--- src/rtl/pll_ctl_pkg.sv ---
package pll_ctl_pkg;
  localparam int DATA_W     = 8;
  localparam int IRQEN_BIT  = 7;
  localparam int FLAG_BIT   = 6;
  localparam int LOOPON_BIT = 5;
  localparam int CLKSEL_BIT = 4;
  localparam int FILL_W     = CLKSEL_BIT;

  typedef struct packed {
    logic sel;
    logic wrHit;
    logic rdHit;
    logic lockToggle;
  } ctlStrobes_t;
endpackage

--- src/rtl/pll_ctl_ctrl.sv ---
module pll_ctl_ctrl
  import pll_ctl_pkg::*;
#(
  parameter int ADDR_W = 8,
  parameter logic [ADDR_W-1:0] REG_ADDR = 8'h1C,
  parameter int SYNC_STAGES = 2
) (
  input  logic              clk,
  input  logic              rst_n,
  input  logic [ADDR_W-1:0] busAddr,
  input  logic              busWr,
  input  logic              busRd,
  input  logic              lockIn,
  output ctlStrobes_t       strobes
);
  logic [SYNC_STAGES-1:0] syncQ;
  logic lockSync;
  logic lockPrev;

  genvar g;
  generate
    for (g = 0; g < SYNC_STAGES; g++) begin : gSync
      if (g == 0) begin : gFirst
        always_ff @(posedge clk or negedge rst_n) begin
          if (!rst_n) syncQ[0] <= 1'b0;
          else        syncQ[0] <= lockIn;
        end
      end else begin : gNext
        always_ff @(posedge clk or negedge rst_n) begin
          if (!rst_n) syncQ[g] <= 1'b0;
          else        syncQ[g] <= syncQ[g-1];
        end
      end
    end
  endgenerate

  assign lockSync = syncQ[SYNC_STAGES-1];

  always_ff @(posedge clk or negedge rst_n) begin
    if (!rst_n) lockPrev <= 1'b0;
    else        lockPrev <= lockSync;
  end

  always_comb begin
    strobes.sel        = (busAddr == REG_ADDR);
    strobes.wrHit      = strobes.sel & busWr;
    strobes.rdHit      = strobes.sel & busRd;
    strobes.lockToggle = lockSync ^ lockPrev;
  end

  // a toggle strobe is a one-cycle event unless the input keeps moving
  a_r3_toggle_tracks_sync: assert property (@(posedge clk) disable iff (!rst_n)
    strobes.lockToggle |=> (lockPrev != $past(lockPrev)));
endmodule

--- src/rtl/pll_ctl_dp.sv ---
module pll_ctl_dp
  import pll_ctl_pkg::*;
(
  input  logic              clk,
  input  logic              rst_n,
  input  ctlStrobes_t       strobes,
  input  logic [DATA_W-1:0] busWdata,
  input  logic              autoMode,
  output logic [DATA_W-1:0] busRdata,
  output logic              irqReq,
  output logic              pllEnable,
  output logic              baseClkSel
);
  logic irqEn;
  logic lockChg;
  logic loopOn;
  logic vcoSel;
  logic [DATA_W-1:0] regView;

  always_ff @(posedge clk or negedge rst_n) begin
    if (!rst_n) begin
      irqEn  <= 1'b0;
      loopOn <= 1'b1;
      vcoSel <= 1'b0;
    end else if (strobes.wrHit) begin
      if (autoMode) irqEn <= busWdata[IRQEN_BIT];
      loopOn <= busWdata[LOOPON_BIT] | vcoSel;
      vcoSel <= busWdata[CLKSEL_BIT];
    end
  end

  always_ff @(posedge clk or negedge rst_n) begin
    if (!rst_n)                  lockChg <= 1'b0;
    else if (strobes.lockToggle) lockChg <= 1'b1;
    else if (strobes.rdHit)      lockChg <= 1'b0;
  end

  always_comb begin
    regView = '0;
    regView[IRQEN_BIT]  = irqEn & autoMode;
    regView[FLAG_BIT]   = lockChg & autoMode;
    regView[LOOPON_BIT] = loopOn;
    regView[CLKSEL_BIT] = vcoSel;
    regView[FILL_W-1:0] = '1;
  end

  assign busRdata   = strobes.sel ? regView : '0;
  assign irqReq     = lockChg & irqEn & autoMode;
  assign pllEnable  = loopOn;
  assign baseClkSel = vcoSel;

  a_r3_flag_on_toggle: assert property (@(posedge clk) disable iff (!rst_n)
    strobes.lockToggle |=> lockChg);
  a_r4_read_clears: assert property (@(posedge clk) disable iff (!rst_n)
    (strobes.rdHit && !strobes.lockToggle) |=> !lockChg);
  a_r7_enable_frozen: assert property (@(posedge clk) disable iff (!rst_n)
    !autoMode |=> $stable(irqEn));
  a_r8_loop_interlock: assert property (@(posedge clk) disable iff (!rst_n)
    (strobes.wrHit && vcoSel) |=> loopOn);
  a_r2_no_stray_write: assert property (@(posedge clk) disable iff (!rst_n)
    !strobes.wrHit |=> ($stable(loopOn) && $stable(vcoSel) && $stable(irqEn)));
endmodule

--- src/rtl/pll_ctl_reg.sv ---
module pll_ctl_reg
  import pll_ctl_pkg::*;
#(
  parameter int ADDR_W = 8,
  parameter logic [ADDR_W-1:0] REG_ADDR = 8'h1C,
  parameter int SYNC_STAGES = 2
) (
  input  logic              clk,
  input  logic              rst_n,
  input  logic [ADDR_W-1:0] busAddr,
  input  logic              busWr,
  input  logic              busRd,
  input  logic [DATA_W-1:0] busWdata,
  output logic [DATA_W-1:0] busRdata,
  input  logic              autoMode,
  input  logic              lockIn,
  output logic              irqReq,
  output logic              pllEnable,
  output logic              baseClkSel
);
  ctlStrobes_t strobes;

  pll_ctl_ctrl #(
    .ADDR_W(ADDR_W), .REG_ADDR(REG_ADDR), .SYNC_STAGES(SYNC_STAGES)
  ) u_ctrl (
    .clk(clk), .rst_n(rst_n), .busAddr(busAddr), .busWr(busWr),
    .busRd(busRd), .lockIn(lockIn), .strobes(strobes)
  );

  pll_ctl_dp u_dp (
    .clk(clk), .rst_n(rst_n), .strobes(strobes), .busWdata(busWdata),
    .autoMode(autoMode), .busRdata(busRdata), .irqReq(irqReq),
    .pllEnable(pllEnable), .baseClkSel(baseClkSel)
  );

  // no request can leave the block with automatic mode off
  a_r6_irq_needs_auto: assert property (@(posedge clk) disable iff (!rst_n)
    irqReq |-> autoMode);
endmodule

--- config.mk ---
export PLATFORM = sky130hd
export DESIGN_NAME = pll_ctl_reg
export DESIGN_NICKNAME = d
export VERILOG_FILES = /design/src/rtl/pll_ctl_pkg.sv /design/src/rtl/pll_ctl_ctrl.sv /design/src/rtl/pll_ctl_dp.sv /design/src/rtl/pll_ctl_reg.sv
export SDC_FILE = /design/constraint.sdc
export NUM_CORES = 1
export LEC_CHECK = 0
export BUFFER_PORTS_ARGS = -buffer_cell sky130_fd_sc_hd__clkbuf_2
export CAP_MARGIN = 20
export CORE_AREA = 2 2 39 41
export CTS_BUF_LIST = sky130_fd_sc_hd__clkbuf_4 sky130_fd_sc_hd__clkbuf_8
export DETAILED_ROUTE_END_ITERATION = 7
export DIE_AREA = 0 0 41 43
export GPL_ROUTABILITY_DRIVEN = 0
export PLACE_DENSITY = 0.64
export SLEW_MARGIN = 25
export SYNTH_ARGS = -nofsm -noshare
export SYNTH_HDL_FRONTEND = slang
export SYNTH_HIERARCHICAL = 1
export SYNTH_SLANG_ARGS = --single-unit
--- constraint.sdc ---
create_clock -name clk -period 5.3 [get_ports clk]
set_clock_uncertainty 0.15 [all_clocks]
set_input_delay 1.59 -clock clk [delete_from_list [all_inputs] [get_ports clk]]
set_output_delay 1.59 -clock clk [all_outputs]
set_load 0.05 [all_outputs]
After elaboration in Yosys (flattened, before gate mapping)
Index checks and enable logic that the tools add are counted.
{"block": "classes", "eq_ne": 1, "muxes": 3, "n_bitwise": 8, "reduce_logical": 2}
{"cell": "$eq 8x5->1 const B", "n": 1}
{"cell": "$mux 8", "n": 1}
{"cell": "$and 1x1->1", "n": 6}
{"cell": "$mux 1", "n": 2}
{"cell": "$reduce_and 2->1", "n": 1}
{"cell": "$reduce_bool 2->1", "n": 1}
{"cell": "$or 1x1->1", "n": 1}
{"cell": "$xor 1x1->1", "n": 1}
{"block": "totals", "reg_bits": 7, "in_bits": 22, "output_inout_bits": 11, "wordCells": 21}

Logic depth before layout (Yosys ltp)
Gate-level depths: netlist of run 1.
{"block": "logic_depth", "depth_word": 4, "ltp_mapped": 4, "ltp_nobuf": 4}

Cells and area by module
The synthesis of run 1 kept the hierarchy.
{"module": "pll_ctl_dp", "n_inst": 1, "cells_per_inst": 21, "area_per_inst_um2": 216.5, "seq_area_each_um2": 101.3}
{"module": "pll_ctl_ctrl", "n_inst": 1, "cells_per_inst": 11, "area_per_inst_um2": 126.4, "seq_area_each_um2": 75.1}

Least setup slack after synthesis of run 1
Ideal clock, no wire load.
{"block": "synth_path", "path_kind": "input to output", "startpoint": "input port busAddr[5]", "endpoint": "output port busRdata[6]", "t_arrival_ns": 2.942, "required_time_ns": 3.560, "setup_slack_ns": 0.618, "path_stages": 3, "n_path_buf": 0, "cell_sequence": "or4b_1 -> nor2_1 -> and3_1"}
{"item": "start: declaration", "line_no": "pll_ctl_reg.sv:10", "source": "input logic [ADDR_W-1:0] busAddr,"}
{"item": "end: declaration", "line_no": "pll_ctl_reg.sv:14", "source": "output logic [DATA_W-1:0] busRdata,"}

Worst setup path in the final report of run 1
{"block": "layout_path", "startpoint": "input port busAddr[5]", "endpoint": "output port busRdata[7]"}
{"block": "layout_between", "elab_chain_cells": 2}
{"item": "$eq 8x5->1", "line_no": "pll_ctl_ctrl.sv:45", "source": "strobes.sel = (busAddr == REG_ADDR);"}
{"item": "$mux 8", "line_no": "pll_ctl_dp.sv:47", "source": "assign busRdata = strobes.sel ? regView : '0;"}
Every way passes these cells.

==> flow_summary.ini, run 1 <==
[outcome]
status = finished, final reports clean

[route]
drt_iter0_markers = 0
route.detailed.drc = 0
avgViaCountPerCell = 4.17
drt_wl_total_um = 654
ant_nets = 0
vias = 313
drtPass1Iterations = 1
wl_per_cell_um = 8.72

[cts]
clock_latency_ps = 240
cts_made_buffers = 3
cts.sinks = 7
clk_pin_slew_ps = 50
cts_buffer_depth = 2
cts.htree.levels = 1
cts_resized = 0
root_buffer = clkbuf_4
cts_tree = yes
cts_setup_buffers = 0
cts_hold_buf = 0

[yosys]
async_flop_share_pct = 100
syn_area_um2 = 343
ys_warn_count = 6
synth_cell_types = 16
synth_edf_count = 0
yosysMostFrequentCell = dfrtp_1
yosysTopAreaCellShare_pct = 43.8
synth_flop_cell = dfrtp_1
postSynthCellCount = 32
ys_ff_latch = 7
syn_nets = 54
ys_seq_area_share_pct = 51.5
avgSynthCellArea_um2 = 10.7
synth.area.top_cells = dfrtp_1 44%, buf_4 8.8%, dfstp_2 7.7%
synthTopCellsByCount = 6 x dfrtp_1, 4 x buf_4, 3 x and3_1, 3 x inv_1, 3 x nor2_1
yosysTopAreaCell = dfrtp_1

[setup_path]
slowest_stage = or4b_1
r2r-end = u_dp/lockChg
cp_max_fo = 8
max_stage_delay_ps = 570
critical_path.endpoint = busRdata[7]
r2r_slack_ps = 4360
rr_startpoint = u_ctrl/lockSync
critPathLaunchType = primary input
worstSetupPathType = in -> out
rr_worst_depth = 2
cp_data_required_time_ps = 3560
cpMostUsedCell = clkbuf_2
path_buf_inv = 2
cpLargestDelayFamily = simple AND/OR/NAND/NOR gates
crit_chain = clkbuf_2 > or4b_1 > nor2_1 > and3_1 > clkbuf_2
cp_data_arrival_time_ps = 3060
startpoint = busAddr[5]
path_depth = 5
critPathCaptureType = output pin

[layout]
fin_cells = 75
drive_gt1_share_pct = 57.6
num_antenna_cells = 0
area_growth_pct = 45.3
fillers = 150
fin_nets = 82
final_area_um2 = 498
postLayoutCoreUtil_pct = 36.0

[grt]
antenna_found_initial = 0
grt_pass1_wl_um = 938
overflow = 0
grt_max_degree = 9
grt_pass1_vias = 253
grtUsageTotal_pct = 7.93

[sta]
hold_viol = 0
fmax_mhz = 208
tns_ps = 0
setup_viol = 0
finalCriticalPeriod_ps = 4800
post-route-period-util_pct = 90.6
final_max_slew_viol_count = 0
worst_slew_margin_rel_pct = 66.1
worstMarginPinSlew_ps = 505
grt_setup_unrepaired = false

[floorplan]
io-pin-count = 33
die_area_um2 = 1760
core_um2 = 1380
num_rows = 14
initial_utilization_pct = 24.8
die_h_um = 43
die_w_um = 41

[place]
hpwl_um = 556
port_buffers = 27
dp_cells = 71
post_dp_cell_area_um2 = 468

[job]
cap_violations = 0

[pwr]
cellPowerDensity_nw_per_um2 = 252
p_leak_nw = 0.284
peakVddDrop_v = 0.0000906
power.total_uw = 126

[worst_hold_path]
hold_path.class = reg -> reg
[layout make-up]
type,instances,area [um^2],share of cell area [%]
multi-input combinational,18,125,25.1
timing repair buffer,27,135,27.1
clock buffer,4,30.0,6.03
inverter,3,11.3,2.26
sequential,7,176,35.4
tap,16,20.0,4.02
[sequential cells by signal, summed over array words and instances (netlist names)]
register         flops
u_dp/lockChg         1
u_dp/baseClkSel      1
u_ctrl/lockSync      1
u_dp/irqEn           1
u_dp/pllEnable       1
u_ctrl/syncQ         1
u_ctrl/lockPrev      1
[cell families after synthesis]
kind of cell	share of synthesized area (%)
compound gates	3.65
xor+xnor	2.56
buf+inv	12.0
flops	51.5
mux	7.66
simple gates	22.6
[cells in the final DEF, fill, tap and decap left out]
cell and instances:
nor2_1 3, and3_1 3, clkbuf_4 4, inv_1 3, mux2_4 1, clkbuf_2 27, mux2_2 1, nand2_1 1
xor2_1 1, nand4bb_1 1, or4b_1 1, dfstp_2 1, a21oi_1 1, and2_1 2, nor3_1 2, a21o_1 1
dfrtp_1 6
[how the worst min path moves through the flow]
stage,start,endpoint,slack [ps],cells past startpoint
6_report,u_ctrl/syncQ[0],u_ctrl/lockSync,200,0
3_5_place_dp,u_ctrl/syncQ[0],u_ctrl/lockSync,190,0
3_3_place_gp,u_ctrl/syncQ[0],u_ctrl/lockSync,180,0
4_1_cts,u_ctrl/syncQ[0],u_ctrl/lockSync,200,0
5_1_grt,u_ctrl/syncQ[0],u_ctrl/lockSync,210,0
2_1_floorplan,u_ctrl/syncQ[0],u_ctrl/lockSync,180,0
[per-layer routing]
metal | vias to the layer above | track usage [%] | wire length (um)
li1 | 155 | - | -
met4 | 0 | 6.00 | 0
met1 | 142 | 8.39 | 274
met3 | 0 | 1.57 | 70
met5 | - | 0 | 0
met2 | 16 | 12.8 | 310
[stage by stage]
step,hold slack (ps),setup slack [ps]
6_report,199,499
5_1_grt,205,322
4_1_cts,199,471
3_5_place_dp,187,471
3_3_place_gp,183,499
2_1_floorplan,181,618
[where the power goes]
part	total (mW)	switching (mW)	internal (mW)
Sequential	0.0579	0.00146	0.0564
Clock	0.0523	0.0185	0.0338
Combinational	0.0154	0.00848	0.00688
Total	0.126	0.0285	0.0971
Power figures use the tool's default switching activity.
==> inputs of run 2 (changes only) <==
RECOVER_POWER = 100   (was unset)
==> run 2 against run 1 <==
Compared with the run above: count of clock-buffer cells in the layout unchanged; via count up 1.9%; die area unchanged; sequential share of layout area is 1.2 points higher; cell count unchanged; combinational power down 5%; worst hold slack lost 3.4 ps; sequential power about the same; maximum frequency down 3.3%; clock power hardly changed; cell area fell by 3.3%.
==> flow_summary.ini, run 2 (same netlist as run 1, synthesis figures left out) <==
[outcome]
status = finished, final reports clean

[setup_path]
crit_chain = clkbuf_2 > or4b_1 > nor2_1 > and2_1 > clkbuf_1
cp_data_arrival_time_ps = 3230
slowest_stage = or4b_1
startpoint = busAddr[5]
max_stage_delay_ps = 570
cp_max_fo = 8
critPathLaunchType = primary input
critical_path.endpoint = busRdata[5]
r2r_slack_ps = 4360
worstSetupPathType = in -> out
rr_worst_depth = 1
rr_startpoint = u_dp/irqEn
critPathCaptureType = output pin
r2r-end = u_dp/irqEn
cp_data_required_time_ps = 3560

[sta]
fin_ws_ps = 333
worst_slew_margin_rel_pct = 60.0
finalCriticalPeriod_ps = 4970
fmax_mhz = 201
worstMarginPinSlew_ps = 603
setup_viol = 0
grt_setup_unrepaired = false
tns_ps = 0
post-route-period-util_pct = 93.7
final_max_slew_viol_count = 0
holdWs_ps = 195
hold_viol = 0

[pwr]
switchingPower_uw = 28.3
power.total_uw = 125
cellPowerDensity_nw_per_um2 = 259
seq_power_share_pct = 46.3
switching_share_pct = 22.7
power.internal_uw = 96.5
peakVddDrop_v = 0.0000869
clockPowerShare_pct = 41.9
p_comb_share_pct = 11.8
p_leak_nw = 0.247

[route]
drt_iter0_markers = 3
drtPass1Iterations = 4
drt_wl_total_um = 659
wl_per_cell_um = 8.79
route.detailed.drc = 0
avgViaCountPerCell = 4.25
vias = 319
ant_nets = 0

[place]
place_ws_ps = 471
hpwl_um = 556
post_dp_cell_area_um2 = 468
port_buffers = 27
dp_cells = 71

[layout]
layout_commonest_cell = clkbuf_2
final_area_um2 = 482
final_cell_mix = 17 x clkbuf_2, 10 x clkbuf_1, 6 x dfrtp_1
multi_input_area_um2 = 121
fin_cells = 75
fin_nets = 82
postLayoutCoreUtil_pct = 34.8
drive_gt1_share_pct = 39.0
num_antenna_cells = 0
regArea_um2 = 176
fillers = 154
area_growth_pct = 40.5

[grt]
antenna_found_initial = 0
grt_pass1_wl_um = 938
grt_pass1_vias = 253
overflow = 0
grt_max_degree = 9
grtUsageTotal_pct = 7.93

[floorplan]
core_um2 = 1380
num_rows = 14
initial_utilization_pct = 24.8
die_area_um2 = 1760
io-pin-count = 33
die_h_um = 43
die_w_um = 41

[cts]
root_buffer = clkbuf_4
cts_buffer_depth = 2
cts_tree = yes
clock_latency_ps = 240
cts.htree.levels = 1
cts_hold_buf = 0
clk_pin_slew_ps = 50
cts_setup_buffers = 0
cts_made_buffers = 3
cts_resized = 0
cts.sinks = 7

[job]
cap_violations = 0

[worst_hold_path]
hold_path.class = reg -> reg
## run 2: cell count changes in the layout (fill, tap and decap cells not counted)
cell      change
clkbuf_1     +10
clkbuf_2     -10
mux2_1        +1
mux2_4        -1
## run 2: area by class of cell
type / count / share of cell area, %
sequential: 7 / 36.6
inverter: 3 / 2.34
tap: 16 / 4.16
timing repair buffer: 27 / 25.5
clock buffer: 4 / 6.23
multi-input combinational: 18 / 25.2
## run 2: worst min-delay path by stage
stage	from	endpoint	cells past startpoint
final	u_ctrl/syncQ[0]	u_ctrl/lockSync	0
after global routing	u_ctrl/syncQ[0]	u_ctrl/lockSync	0
after CTS	u_ctrl/syncQ[0]	u_ctrl/lockSync	0
after detailed placement	u_ctrl/syncQ[0]	u_ctrl/lockSync	0
after global placement	u_ctrl/syncQ[0]	u_ctrl/lockSync	0
after floorplan	u_ctrl/syncQ[0]	u_ctrl/lockSync	0
## run 2: worst max-delay path: cells and delay by family
| kind | cells | cell delay [ps] |
|---|---|---|
| buffers and inverters | 2 | 540 |
| AND/OR/NAND/NOR | 3 | 1090 |
## run 2: power groups by stage
stage	sequential (mW)	clock, mW	combinational [mW]
CTS	0.0579	0.0553	0.0156
finish	0.0578	0.0522	0.0147
global route	0.0581	0.0579	0.0162
floorplan	0.0621	0	0.00413
global placement	0.0586	0	0.0154
detailed placement	0.0588	0	0.0155
## run 2: metal layers
metal | vias up | routed length [um] | track usage (%)
li1 | 155 | - | -
met1 | 146 | 260 | 8.39
met2 | 18 | 314 | 12.8
met3 | 0 | 84 | 1.57
met4 | 0 | 0 | 6.00
met5 | - | 0 | 0
